<file path="src/rtl/tmr_pkg.sv">
package tmr_pkg;

    localparam int DATA_W = 8;
    localparam int ADDR_W = 3;
    localparam int N_CH   = 2;

    typedef enum logic [ADDR_W-1:0] {
        REG_CTRL  = 3'd0,
        REG_EXT   = 3'd1,
        REG_CNT   = 3'd2,
        REG_CMP_A = 3'd3,
        REG_CMP_B = 3'd4,
        REG_PDATA = 3'd5,
        REG_PDIR  = 3'd6,
        REG_NONE  = 3'd7
    } reg_addr_e;

    typedef enum logic [1:0] {
        OUT_OFF = 2'd0,
        OUT_TOG = 2'd1,
        OUT_CLR = 2'd2,
        OUT_SET = 2'd3
    } out_mode_e;

    typedef enum logic [1:0] {
        WF_NORMAL,
        WF_CTC,
        WF_PWM_MAX,
        WF_PWM_CMP
    } wave_sel_e;

    typedef struct packed {
        out_mode_e  mode_a;
        out_mode_e  mode_b;
        logic [1:0] rsvd;
        logic [1:0] wg_lo;
    } ctrl_t;

    typedef struct packed {
        logic match;
        logic at_top;
        logic cmp_is_top;
    } cmp_evt_t;

    function automatic wave_sel_e decode_wave(logic wg_hi, logic [1:0] wg_lo);
        case ({wg_hi, wg_lo})
            3'b010:  return WF_CTC;
            3'b011:  return WF_PWM_MAX;
            3'b111:  return WF_PWM_CMP;
            default: return WF_NORMAL;
        endcase
    endfunction

    function automatic logic is_pwm(wave_sel_e ws);
        return (ws == WF_PWM_MAX) || (ws == WF_PWM_CMP);
    endfunction

    function automatic logic top_from_cmp(wave_sel_e ws);
        return (ws == WF_CTC) || (ws == WF_PWM_CMP);
    endfunction

    function automatic logic pin_owned(wave_sel_e ws, logic wg_hi, out_mode_e m);
        if (m == OUT_OFF)
            return 1'b0;
        if (is_pwm(ws) && (m == OUT_TOG) && !wg_hi)
            return 1'b0;
        return 1'b1;
    endfunction

    function automatic logic next_wave(wave_sel_e ws, logic wg_hi, out_mode_e m,
                                       cmp_evt_t ev, logic cur);
        logic nxt;
        logic hit;
        nxt = cur;
        hit = ev.match;
        if (!is_pwm(ws)) begin
            case (m)
                OUT_TOG: if (hit) nxt = ~cur;
                OUT_CLR: if (hit) nxt = 1'b0;
                OUT_SET: if (hit) nxt = 1'b1;
                default: nxt = cur;
            endcase
        end else begin
            if (((m == OUT_CLR) || (m == OUT_SET)) && ev.cmp_is_top)
                hit = 1'b0;
            case (m)
                OUT_TOG: if (wg_hi && hit) nxt = ~cur;
                OUT_CLR: begin
                    if (hit)            nxt = 1'b0;
                    else if (ev.at_top) nxt = 1'b1;
                end
                OUT_SET: begin
                    if (hit)            nxt = 1'b1;
                    else if (ev.at_top) nxt = 1'b0;
                end
                default: nxt = cur;
            endcase
        end
        return nxt;
    endfunction

endpackage

</file>
<file path="src/rtl/tmr_regs.sv">
module tmr_regs
    import tmr_pkg::*;
#(
    parameter int DW = DATA_W,
    parameter int AW = ADDR_W,
    parameter int NC = N_CH
) (
    input  logic          clk,
    input  logic          rst,
    input  logic          we,
    input  logic [AW-1:0] addr,
    input  logic [DW-1:0] wdata,
    output ctrl_t         ctrl_q,
    output logic          wg_hi_q,
    output logic [NC-1:0] pdata_q,
    output logic [NC-1:0] pdir_q
);

    always_ff @(posedge clk) begin
        if (rst) begin
            ctrl_q  <= '0;
            wg_hi_q <= 1'b0;
            pdata_q <= '0;
            pdir_q  <= '0;
        end else if (we) begin
            case (reg_addr_e'(addr))
                REG_CTRL: begin
                    ctrl_q      <= ctrl_t'(wdata[7:0]);
                    ctrl_q.rsvd <= 2'b00;
                end
                REG_EXT:   wg_hi_q <= wdata[0];
                REG_PDATA: pdata_q <= wdata[NC-1:0];
                REG_PDIR:  pdir_q  <= wdata[NC-1:0];
                default: ;
            endcase
        end
    end

endmodule

</file>
<file path="src/rtl/tmr_counter.sv">
module tmr_counter #(
    parameter int W = 8
) (
    input  logic         clk,
    input  logic         rst,
    input  logic [W-1:0] top_val,
    input  logic         load,
    input  logic [W-1:0] load_val,
    output logic [W-1:0] cnt_q,
    output logic         at_top
);

    assign at_top = (cnt_q == top_val);

    always_ff @(posedge clk) begin
        if (rst)
            cnt_q <= '0;
        else if (load)
            cnt_q <= load_val;
        else if (at_top)
            cnt_q <= '0;
        else
            cnt_q <= cnt_q + W'(1);
    end

endmodule

</file>
<file path="src/rtl/tmr_cmp_unit.sv">
module tmr_cmp_unit
    import tmr_pkg::*;
#(
    parameter int W = 8
) (
    input  logic         clk,
    input  logic         rst,
    input  wave_sel_e    ws,
    input  logic         wg_hi,
    input  out_mode_e    mode,
    input  logic [W-1:0] cnt,
    input  logic         at_top,
    input  logic [W-1:0] top_val,
    input  logic         wr,
    input  logic [W-1:0] wr_val,
    input  logic         pdata,
    input  logic         pdir,
    output logic [W-1:0] buf_q,
    output logic [W-1:0] act_q,
    output logic         wave_q,
    output logic         pin_o,
    output logic         pin_oe
);

    cmp_evt_t ev;
    logic     pwm;

    assign pwm           = is_pwm(ws);
    assign ev.match      = (cnt == act_q);
    assign ev.at_top     = at_top;
    assign ev.cmp_is_top = (act_q == top_val);

    always_ff @(posedge clk) begin
        if (rst) begin
            buf_q  <= '0;
            act_q  <= '0;
            wave_q <= 1'b0;
        end else begin
            if (wr)
                buf_q <= wr_val;
            if (wr && !pwm)
                act_q <= wr_val;
            else if (pwm && at_top)
                act_q <= buf_q;
            wave_q <= next_wave(ws, wg_hi, mode, ev, wave_q);
        end
    end

    assign pin_o  = pin_owned(ws, wg_hi, mode) ? wave_q : pdata;
    assign pin_oe = pdir;

endmodule

</file>
<file path="src/rtl/tmr_wavegen.sv">
module tmr_wavegen
    import tmr_pkg::*;
#(
    parameter int CNT_W = DATA_W
) (
    input  logic              clk,
    input  logic              rst,
    input  logic              bus_we,
    input  logic [ADDR_W-1:0] bus_addr,
    input  logic [DATA_W-1:0] bus_wdata,
    output logic [DATA_W-1:0] bus_rdata,
    output logic [N_CH-1:0]   pin_out,
    output logic [N_CH-1:0]   pin_oe
);

    ctrl_t            ctrl_q;
    logic             wg_hi;
    logic [N_CH-1:0]  pdata_q;
    logic [N_CH-1:0]  pdir_q;
    wave_sel_e        ws;
    logic [CNT_W-1:0] cnt;
    logic             at_top;
    logic [CNT_W-1:0] top_val;
    logic [CNT_W-1:0] buf_q [N_CH];
    logic [CNT_W-1:0] act_q [N_CH];
    logic [N_CH-1:0]  wave;
    logic [CNT_W-1:0] act_a;
    logic [1:0]       mode_a;

    tmr_regs #(.DW(DATA_W), .AW(ADDR_W), .NC(N_CH)) u_regs (
        .clk     (clk),
        .rst     (rst),
        .we      (bus_we),
        .addr    (bus_addr),
        .wdata   (bus_wdata),
        .ctrl_q  (ctrl_q),
        .wg_hi_q (wg_hi),
        .pdata_q (pdata_q),
        .pdir_q  (pdir_q)
    );

    assign ws      = decode_wave(wg_hi, ctrl_q.wg_lo);
    assign act_a   = act_q[0];
    assign mode_a  = ctrl_q.mode_a;
    assign top_val = top_from_cmp(ws) ? act_a : '1;

    tmr_counter #(.W(CNT_W)) u_cnt (
        .clk      (clk),
        .rst      (rst),
        .top_val  (top_val),
        .load     (bus_we && (reg_addr_e'(bus_addr) == REG_CNT)),
        .load_val (CNT_W'(bus_wdata)),
        .cnt_q    (cnt),
        .at_top   (at_top)
    );

    for (genvar ch = 0; ch < N_CH; ch++) begin : g_ch
        localparam logic [ADDR_W-1:0] CMP_ADDR = ADDR_W'(int'(REG_CMP_A) + ch);
        out_mode_e ch_mode;
        if (ch == 0) begin : g_a
            assign ch_mode = ctrl_q.mode_a;
        end else begin : g_b
            assign ch_mode = ctrl_q.mode_b;
        end

        tmr_cmp_unit #(.W(CNT_W)) u_cmp (
            .clk     (clk),
            .rst     (rst),
            .ws      (ws),
            .wg_hi   (wg_hi),
            .mode    (ch_mode),
            .cnt     (cnt),
            .at_top  (at_top),
            .top_val (top_val),
            .wr      (bus_we && (bus_addr == CMP_ADDR)),
            .wr_val  (CNT_W'(bus_wdata)),
            .pdata   (pdata_q[ch]),
            .pdir    (pdir_q[ch]),
            .buf_q   (buf_q[ch]),
            .act_q   (act_q[ch]),
            .wave_q  (wave[ch]),
            .pin_o   (pin_out[ch]),
            .pin_oe  (pin_oe[ch])
        );
    end

    always_comb begin
        case (reg_addr_e'(bus_addr))
            REG_CTRL:  bus_rdata = DATA_W'(ctrl_q);
            REG_EXT:   bus_rdata = DATA_W'(wg_hi);
            REG_CNT:   bus_rdata = DATA_W'(cnt);
            REG_CMP_A: bus_rdata = DATA_W'(buf_q[0]);
            REG_CMP_B: bus_rdata = DATA_W'(buf_q[1]);
            REG_PDATA: bus_rdata = DATA_W'(pdata_q);
            REG_PDIR:  bus_rdata = DATA_W'(pdir_q);
            default:   bus_rdata = '0;
        endcase
    end

endmodule

</file>
<file path="config.mk">
export PLATFORM = sky130hd
export DESIGN_NAME = tmr_wavegen
export DESIGN_NICKNAME = d
export VERILOG_FILES = /design/src/rtl/tmr_pkg.sv /design/src/rtl/tmr_regs.sv /design/src/rtl/tmr_counter.sv /design/src/rtl/tmr_cmp_unit.sv /design/src/rtl/tmr_wavegen.sv
export SDC_FILE = /design/constraint.sdc
export NUM_CORES = 1
export LEC_CHECK = 0
export BUFFER_PORTS_ARGS = -buffer_cell sky130_fd_sc_hd__buf_4
export CORE_MARGIN = 2
export CORE_UTILIZATION = 60
export DETAILED_ROUTE_END_ITERATION = 8
export HOLD_SLACK_MARGIN = 0.12
export PLACE_DENSITY = 0.8
export SETUP_SLACK_MARGIN = 0.05
export SYNTH_ARGS = -nofsm -noshare
export SYNTH_HDL_FRONTEND = slang
export SYNTH_SLANG_ARGS = --single-unit
</file>
<file path="constraint.sdc">
create_clock -name clk -period 2.4 [get_ports clk]
set_input_delay 0.12 -clock clk [delete_from_list [all_inputs] [get_ports clk]]
set_output_delay 0.12 -clock clk [all_outputs]
set_load 0.02 [all_outputs]
</file>
# [After elaboration in Yosys (flattened, before gate mapping)]
# Cells that the tools add are included.
[op_classes] add_sub_neg=1 eq_ne=35 n_mux=51 bitwise=2 reduce_logical=33
[ops] operator="8-bit 2-to-1 mux" count=7
[ops] operator="8-bit one-hot mux with 7 select lines" count=1
[ops] operator="8-bit equality test" count=5
[ops] operator="1-bit 2-to-1 mux" count=38
[ops] operator="1-bit logical AND" count=14
[ops] operator="7-bit AND reduction" count=2
[ops] operator="2-bit equality test (second input constant)" count=6
[ops] operator="3-bit by 2-bit equality test with 1-bit output (second input constant)" count=4
[ops] operator="3-bit equality test (second input constant)" count=4
[ops] operator="3-bit by 2-bit inequality test with 1-bit output (second input constant)" count=4
[ops] operator="1-bit one-hot mux with 3 select lines" count=4
[ops] operator="3-bit by 1-bit inequality test with 1-bit output (second input constant)" count=3
[ops] operator="8-bit by 1-bit adder with 8-bit output (second input constant)" count=1
[ops] operator="4-bit by 3-bit inequality test with 1-bit output (second input constant)" count=2
[ops] operator="4-bit inequality test (second input constant)" count=2
[ops] operator="2-bit AND reduction" count=4
[ops] operator="2-bit by 1-bit equality test with 1-bit output (second input constant)" count=3
[ops] operator="2-bit one-hot mux with 3 select lines" count=1
[ops] operator="3-bit nonzero test" count=2
[ops] operator="2-bit zero test" count=2
[ops] operator="1-bit logical OR" count=4
[ops] operator="2-bit nonzero test" count=2
[ops] operator="3-bit by 1-bit equality test with 1-bit output (second input constant)" count=1
[ops] operator="3-bit zero test" count=1
[ops] operator="other kinds (3)" count=5
[totals] ff_bits=53 input_bits=14 out_inout_bits=12 word_cells=135

# [Logic depth before layout (Yosys ltp)]
[depth] word_depth=14 ltp_mapped=9 mapped_depth_nobuf=7

# [Modules after synthesis]
# From an unflattened synthesis, not the netlist that was laid out.
[unflattened] cells_unflattened=382 hier_area_um2=3281.9
[by_module_without_submodules] mod="tmr_cmp_unit" instances=2 cells_each=105 area_per_inst_um2=904.6 seq_area_each_um2=340.3
[by_module_without_submodules] mod="tmr_regs" instances=1 cells_each=48 area_per_inst_um2=516.7 seq_area_each_um2=220.2
[by_module_without_submodules] mod="tmr_counter" instances=1 cells_each=61 area_per_inst_um2=503.0 seq_area_each_um2=160.2
[by_module_without_submodules] mod="tmr_wavegen" instances=1 cells_each=63 area_per_inst_um2=452.9 seq_area_each_um2=0.0

# [Worst setup path after synthesis]
# No wires, ideal clock.
[synth_path] path_kind="register -> register" from="register u_cnt.cnt_q[0]" to="register g_ch[0].u_cmp.wave_q" setup_time_ns=0.058 t_arrival_ns=1.967 t_required_ns=2.342 path_slack_ns=0.375 stages_incl_launch_ff=9 n_path_buf=2 synth_period_minus_slack_ns=2.025 path_cell_list="dfxtp_1 buf_2 or4bb_1 o21ai_1 o31ai_4 or2_2 buf_2 a21oi_1 o211a_1"
[synth_between] elab_chain_len=7 word_cells_on_any_way=17 cone_classes="eq/ne (8); mux (7); reduce/logical (2)"
[synth_rtl] element="start, declared" line_no="tmr_counter.sv:9" rtl="output logic [W-1:0] cnt_q,"
[synth_rtl] element="start signal, assigned" line_no="tmr_counter.sv:19" rtl="cnt_q <= load_val;"
[synth_rtl] element="start signal, assigned" line_no="tmr_counter.sv:23" rtl="cnt_q <= cnt_q + W'(1);"
[synth_rtl] element="8-bit equality test" line_no="tmr_cmp_unit.sv:29" rtl="assign ev.match = (cnt == act_q);"
[synth_rtl] element="1-bit 2-to-1 mux" line_no="tmr_pkg.sv:84" rtl="if (((m == OUT_CLR) || (m == OUT_SET)) && ev.cmp_is_top)"
[synth_rtl] element="1-bit 2-to-1 mux" line_no="tmr_pkg.sv:76" rtl="if (!is_pwm(ws)) begin"
[synth_rtl] element="1-bit 2-to-1 mux" line_no="tmr_cmp_unit.sv:34" rtl="if (rst) begin"
[synth_rtl] element="1-bit logical AND, or another cell as far along" line_no="tmr_pkg.sv:87" rtl="OUT_TOG: if (wg_hi && hit) nxt = ~cur;"
[synth_rtl] element="3-bit inequality test (no source line) or 1-bit one-hot mux with 3 select lines (tied branches)"
[synth_rtl] element="7-bit AND reduction (no source line) or 1-bit 2-to-1 mux (tied branches)"
[synth_rtl] element="end signal, assigned" line_no="tmr_cmp_unit.sv:45" rtl="wave_q <= next_wave(ws, wg_hi, mode, ev, wave_q);"
[synth_rtl] element="end, declared" line_no="tmr_cmp_unit.sv:20" rtl="output logic wave_q,"
# Several ways; a longest one is shown, not always the timed one. The select of a mux whose other input is x is not followed.
# A chain may end at the register's enable or synchronous reset.

# [Worst setup path in the final report]
[layout_path] from="register g_ch[0].u_cmp.act_q[3]" to="register g_ch[1].u_cmp.act_q[2]"
[layout_between] elab_chain_len=4
[layout_rtl] element="start, declared" line_no="tmr_cmp_unit.sv:19" rtl="output logic [W-1:0] act_q,"
[layout_rtl] element="start signal, assigned" line_no="tmr_cmp_unit.sv:42" rtl="act_q <= wr_val;"
[layout_rtl] element="start signal, assigned" line_no="tmr_cmp_unit.sv:44" rtl="act_q <= buf_q;"
[layout_rtl] element="8-bit 2-to-1 mux" line_no="tmr_wavegen.sv:45" rtl="assign top_val = top_from_cmp(ws) ? act_a : '1;"
[layout_rtl] element="8-bit equality test" line_no="tmr_counter.sv:13" rtl="assign at_top = (cnt_q == top_val);"
[layout_rtl] element="1-bit logical AND" line_no="tmr_cmp_unit.sv:43" rtl="else if (pwm && at_top)"
[layout_rtl] element="2-bit nonzero test (no source line)"
[layout_rtl] element="end signal, assigned" line_no="tmr_cmp_unit.sv:42"
[layout_rtl] element="end signal, assigned" line_no="tmr_cmp_unit.sv:44"
[layout_rtl] element="end, declared" line_no="tmr_cmp_unit.sv:19"
# Every way passes these cells.

==> impl_metrics.csv <==
group,metric,value,unit
synthesis,syn-instance-count,434,
place,hpwl,6.83,mm
floorplan,pin_count,26,
synthesis,syn_area_per_cell,7.76,um2
routing,wl,9.44,mm
run_status,status,"finished clean",
synthesis,synth_edf_count,0,
cells_and_area,utilization,68.6,%
global_routing,grt_max_degree,54,
job,maxCapViolations,0,
floorplan,core_area,5470,um2
worst_setup_path,startpoint_type,"flip-flop",
floorplan,floorplan.initialDensity,61.5,%
place,dp_worst_setup_slack,0.0871,ns
clock_tree,cts_max_level,2,
clock_tree,clk-insertion-delay-late,0.30,ns
floorplan,die-area,6230,um2
synthesis,synthTopCellsByCount,"nand2_1 (59), dfxtp_1 (53), a21oi_1 (45)",
timing,finalSetupViolCount,0,
clock_tree,clk_path_buf_depth,2,
routing,ant_nets,0,
timing,slew_headroom,62.4,%
timing,finalClockSkew,0.00677,ns
synthesis,syn-num-nets,449,
timing,period_share,89.0,%
place,place_congestion,0.946,
power,p_leak,1.42,nW
worst_setup_path,critPathMaxFanout,22,
timing,fin_setup_tns,0,ns
worst_setup_path,arrival,2.30,ns
synthesis,netlist.area_leader.share,31.5,%
timing,hold_viol,0,
global_routing,track_usage,31.9,%
cells_and_area,fill_cells,455,
timing,fmax,468,MHz
timing,fin_ws,0.264,ns
floorplan,die_h,78.9,um
worst_setup_path,crit_type,"reg -> reg",
cells_and_area,layout.nets,459,
synthesis,synthArstFlopShare,0,%
clock_tree,cts_root_buf,"clkbuf_8",
synthesis,ys_warn_count,0,
place,port_buffers,25,
routing,first_iter_violations,476,
routing,drc,0,
synthesis,synth.largest_area_cell,"dfxtp_1",
synthesis,yosysMostFrequentCell,"nand2_1",
power,power_density,489,nW/um2
synthesis,ys.flop_type,"dfxtp_1",
cells_and_area,drive_above_1_share,13.9,%
cells_and_area,syn2layout_area_growth,11.4,%
synthesis,synth_cell_types,58,
global_routing,overflow,0,
routing,first_pass_iters,5,
synthesis,synth_area_leaders,"dfxtp_1 (32%), mux2i_1 (8.0%), a21oi_1 (6.7%)",
global_routing,grt_pass1_vias,3051,
clock_tree,clk_pin_slew_worst_paths,0.09,ns
global_routing,grt_pass1_wl,15.4,mm
clock_tree,cts_num_sinks,53,
clock_tree,cts_tree,"done",
routing,wire_per_inst,18.3,um
timing,rsz0062_at_grt,"false",
timing,drv_slew,0,
timing,min_period,2.14,ns
worst_setup_path,setup.worst_path.end_class,"flip-flop",
routing,drt-vias-per-instance,6.36,
power,peakVddDrop,0.317,mV
floorplan,die_x,78.9,um
worst_setup_path,crit_required,2.56,ns
worst_hold_path,hold_class,"in -> reg",
routing,vias,3286,
synthesis,ys_seq_elements,53,
timing,tightestPinTransition,0.564,ns
synthesis,synth_area,3370,um2
global_routing,antenna_found_initial,0,
clock_tree,cts_inserted_buffers,5,
floorplan,rows,27,
cells_and_area,diodes,0,
synthesis,synth-seq-area-share,31.5,%
[registers in the layout (all words and copies together), names as in the netlist]
name and flops:
g_ch.u_cmp.act_q 16, u_cnt.cnt_q 8, u_regs.wg_hi_q 1, g_ch.u_cmp.wave_q 2
g_ch.u_cmp.buf_q 16, u_regs.ctrl_q 6, u_regs.pdata_q 2, u_regs.pdir_q 2
[metal layers]
| metal | vias to the layer above | wire length [um] | GRT usage, % |
|---|---|---|---|
| li1 | 1537 | - | - |
| met1 | 1536 | 3820 | 43.6 |
| met2 | 183 | 4290 | 48.9 |
| met3 | 30 | 898 | 4.43 |
| met4 | 0 | 429 | 16.9 |
| met5 | - | 0 | 0 |
[final timing paths]
check	from	to	slack [ns]	cells past startpoint
worst max-delay path	g_ch[0].u_cmp.act_q[3]	g_ch[1].u_cmp.act_q[2]	0.26	7
worst min-delay path	bus_we	u_regs.pdir_q[0]	0.27	4
worst max register to register	g_ch[0].u_cmp.act_q[3]	g_ch[1].u_cmp.act_q[2]	0.26	7
worst min register to register	g_ch[1].u_cmp.buf_q[0]	g_ch[1].u_cmp.buf_q[0]	0.50	2
[where the power goes]
group | switching (W) | leakage, nW | internal, W
registers | 0.0000351 | 0.431 | 0.000905
clock network | 0.000283 | 0.0585 | 0.000340
logic | 0.000163 | 0.927 | 0.000110
total | 0.000481 | 1.42 | 0.00136
[per-stage QoR]
stage          instance area (um2)  cells  total power, W  hold slack [ns]
2_1_floorplan                 3370    434         0.00113            0.256
3_3_place_gp                  3550    500         0.00120            0.420
3_5_place_dp                  3550    500         0.00121            0.422
4_1_cts                       3740    516         0.00183            0.274
5_1_grt                       3750    517         0.00189            0.285
6_report                      3750    517         0.00184            0.274
[worst max-delay path, stage by stage (launching register included)]
cell	delay (ns)
dfxtp_1	0.41
or4b_4	0.55
a21oi_2	0.18
o21ai_2	0.13
nor3_4	0.23
buf_12	0.20
mux2i_1	0.21
a211oi_1	0.10
[kinds of logic (layout without fill, tap and decap cells)]
group | after synthesis | after routing | synth area share (%)
XOR/XNOR | 24 | 24 | 6.80
AO/OA/AOI/OAI | 101 | 101 | 19.3
flip-flops | 53 | 53 | 31.5
adder cells (fa/ha/maj) | 1 | 1 | 0.372
AND/OR/NAND/NOR | 175 | 175 | 26.0
buffers and inverters | 50 | 61 | 6.65
multiplexers | 30 | 30 | 9.36
[area by class of cell]
type                       instances  area (um2)  area share, %
multi-input combinational        331        2080           55.5
sequential                        53        1060           28.3
timing repair buffer              45         370           9.87
tap                               72        90.1           2.40
clock buffer                       7        86.3           2.30
clock inverter                     1        30.0          0.800
inverter                           8        30.0          0.800
[cells in the final DEF (no fill, tap or decap), types with 3 or more instances in the layout]
cell type | synthesis | final
a21oi_1 | 45 | 45
clkbuf_8 | 0 | 6
and2_1 | 3 | 3
mux2i_1 | 27 | 27
xor2_1 | 16 | 16
nand3_1 | 18 | 18
nor3b_1 | 3 | 3
nor4_1 | 4 | 4
o21ai_0 | 12 | 12
nand2b_1 | 7 | 7
a22oi_1 | 9 | 9
nand3b_1 | 6 | 6
dlygate4sd3_1 | 0 | 8
dfxtp_1 | 53 | 51
nor2b_1 | 4 | 4
nand4_1 | 6 | 6
nand2_1 | 59 | 59
and3_1 | 4 | 4
a31oi_1 | 5 | 5
nor2_1 | 44 | 44
xnor2_1 | 7 | 7
o211a_1 | 3 | 3
inv_1 | 7 | 7
a211oi_1 | 11 | 11
buf_4 | 5 | 36
[what timing repair did]
item / 4_1_cts / 5_1_grt
endpoints found under the setup margin: 0 / 18
hold endpoints to repair: 16 / 0
buffers inserted: 0 / 1
resized for setup: 0 / 2
hold buffers: 8 / 0
(Power assumes the default switching activity.)
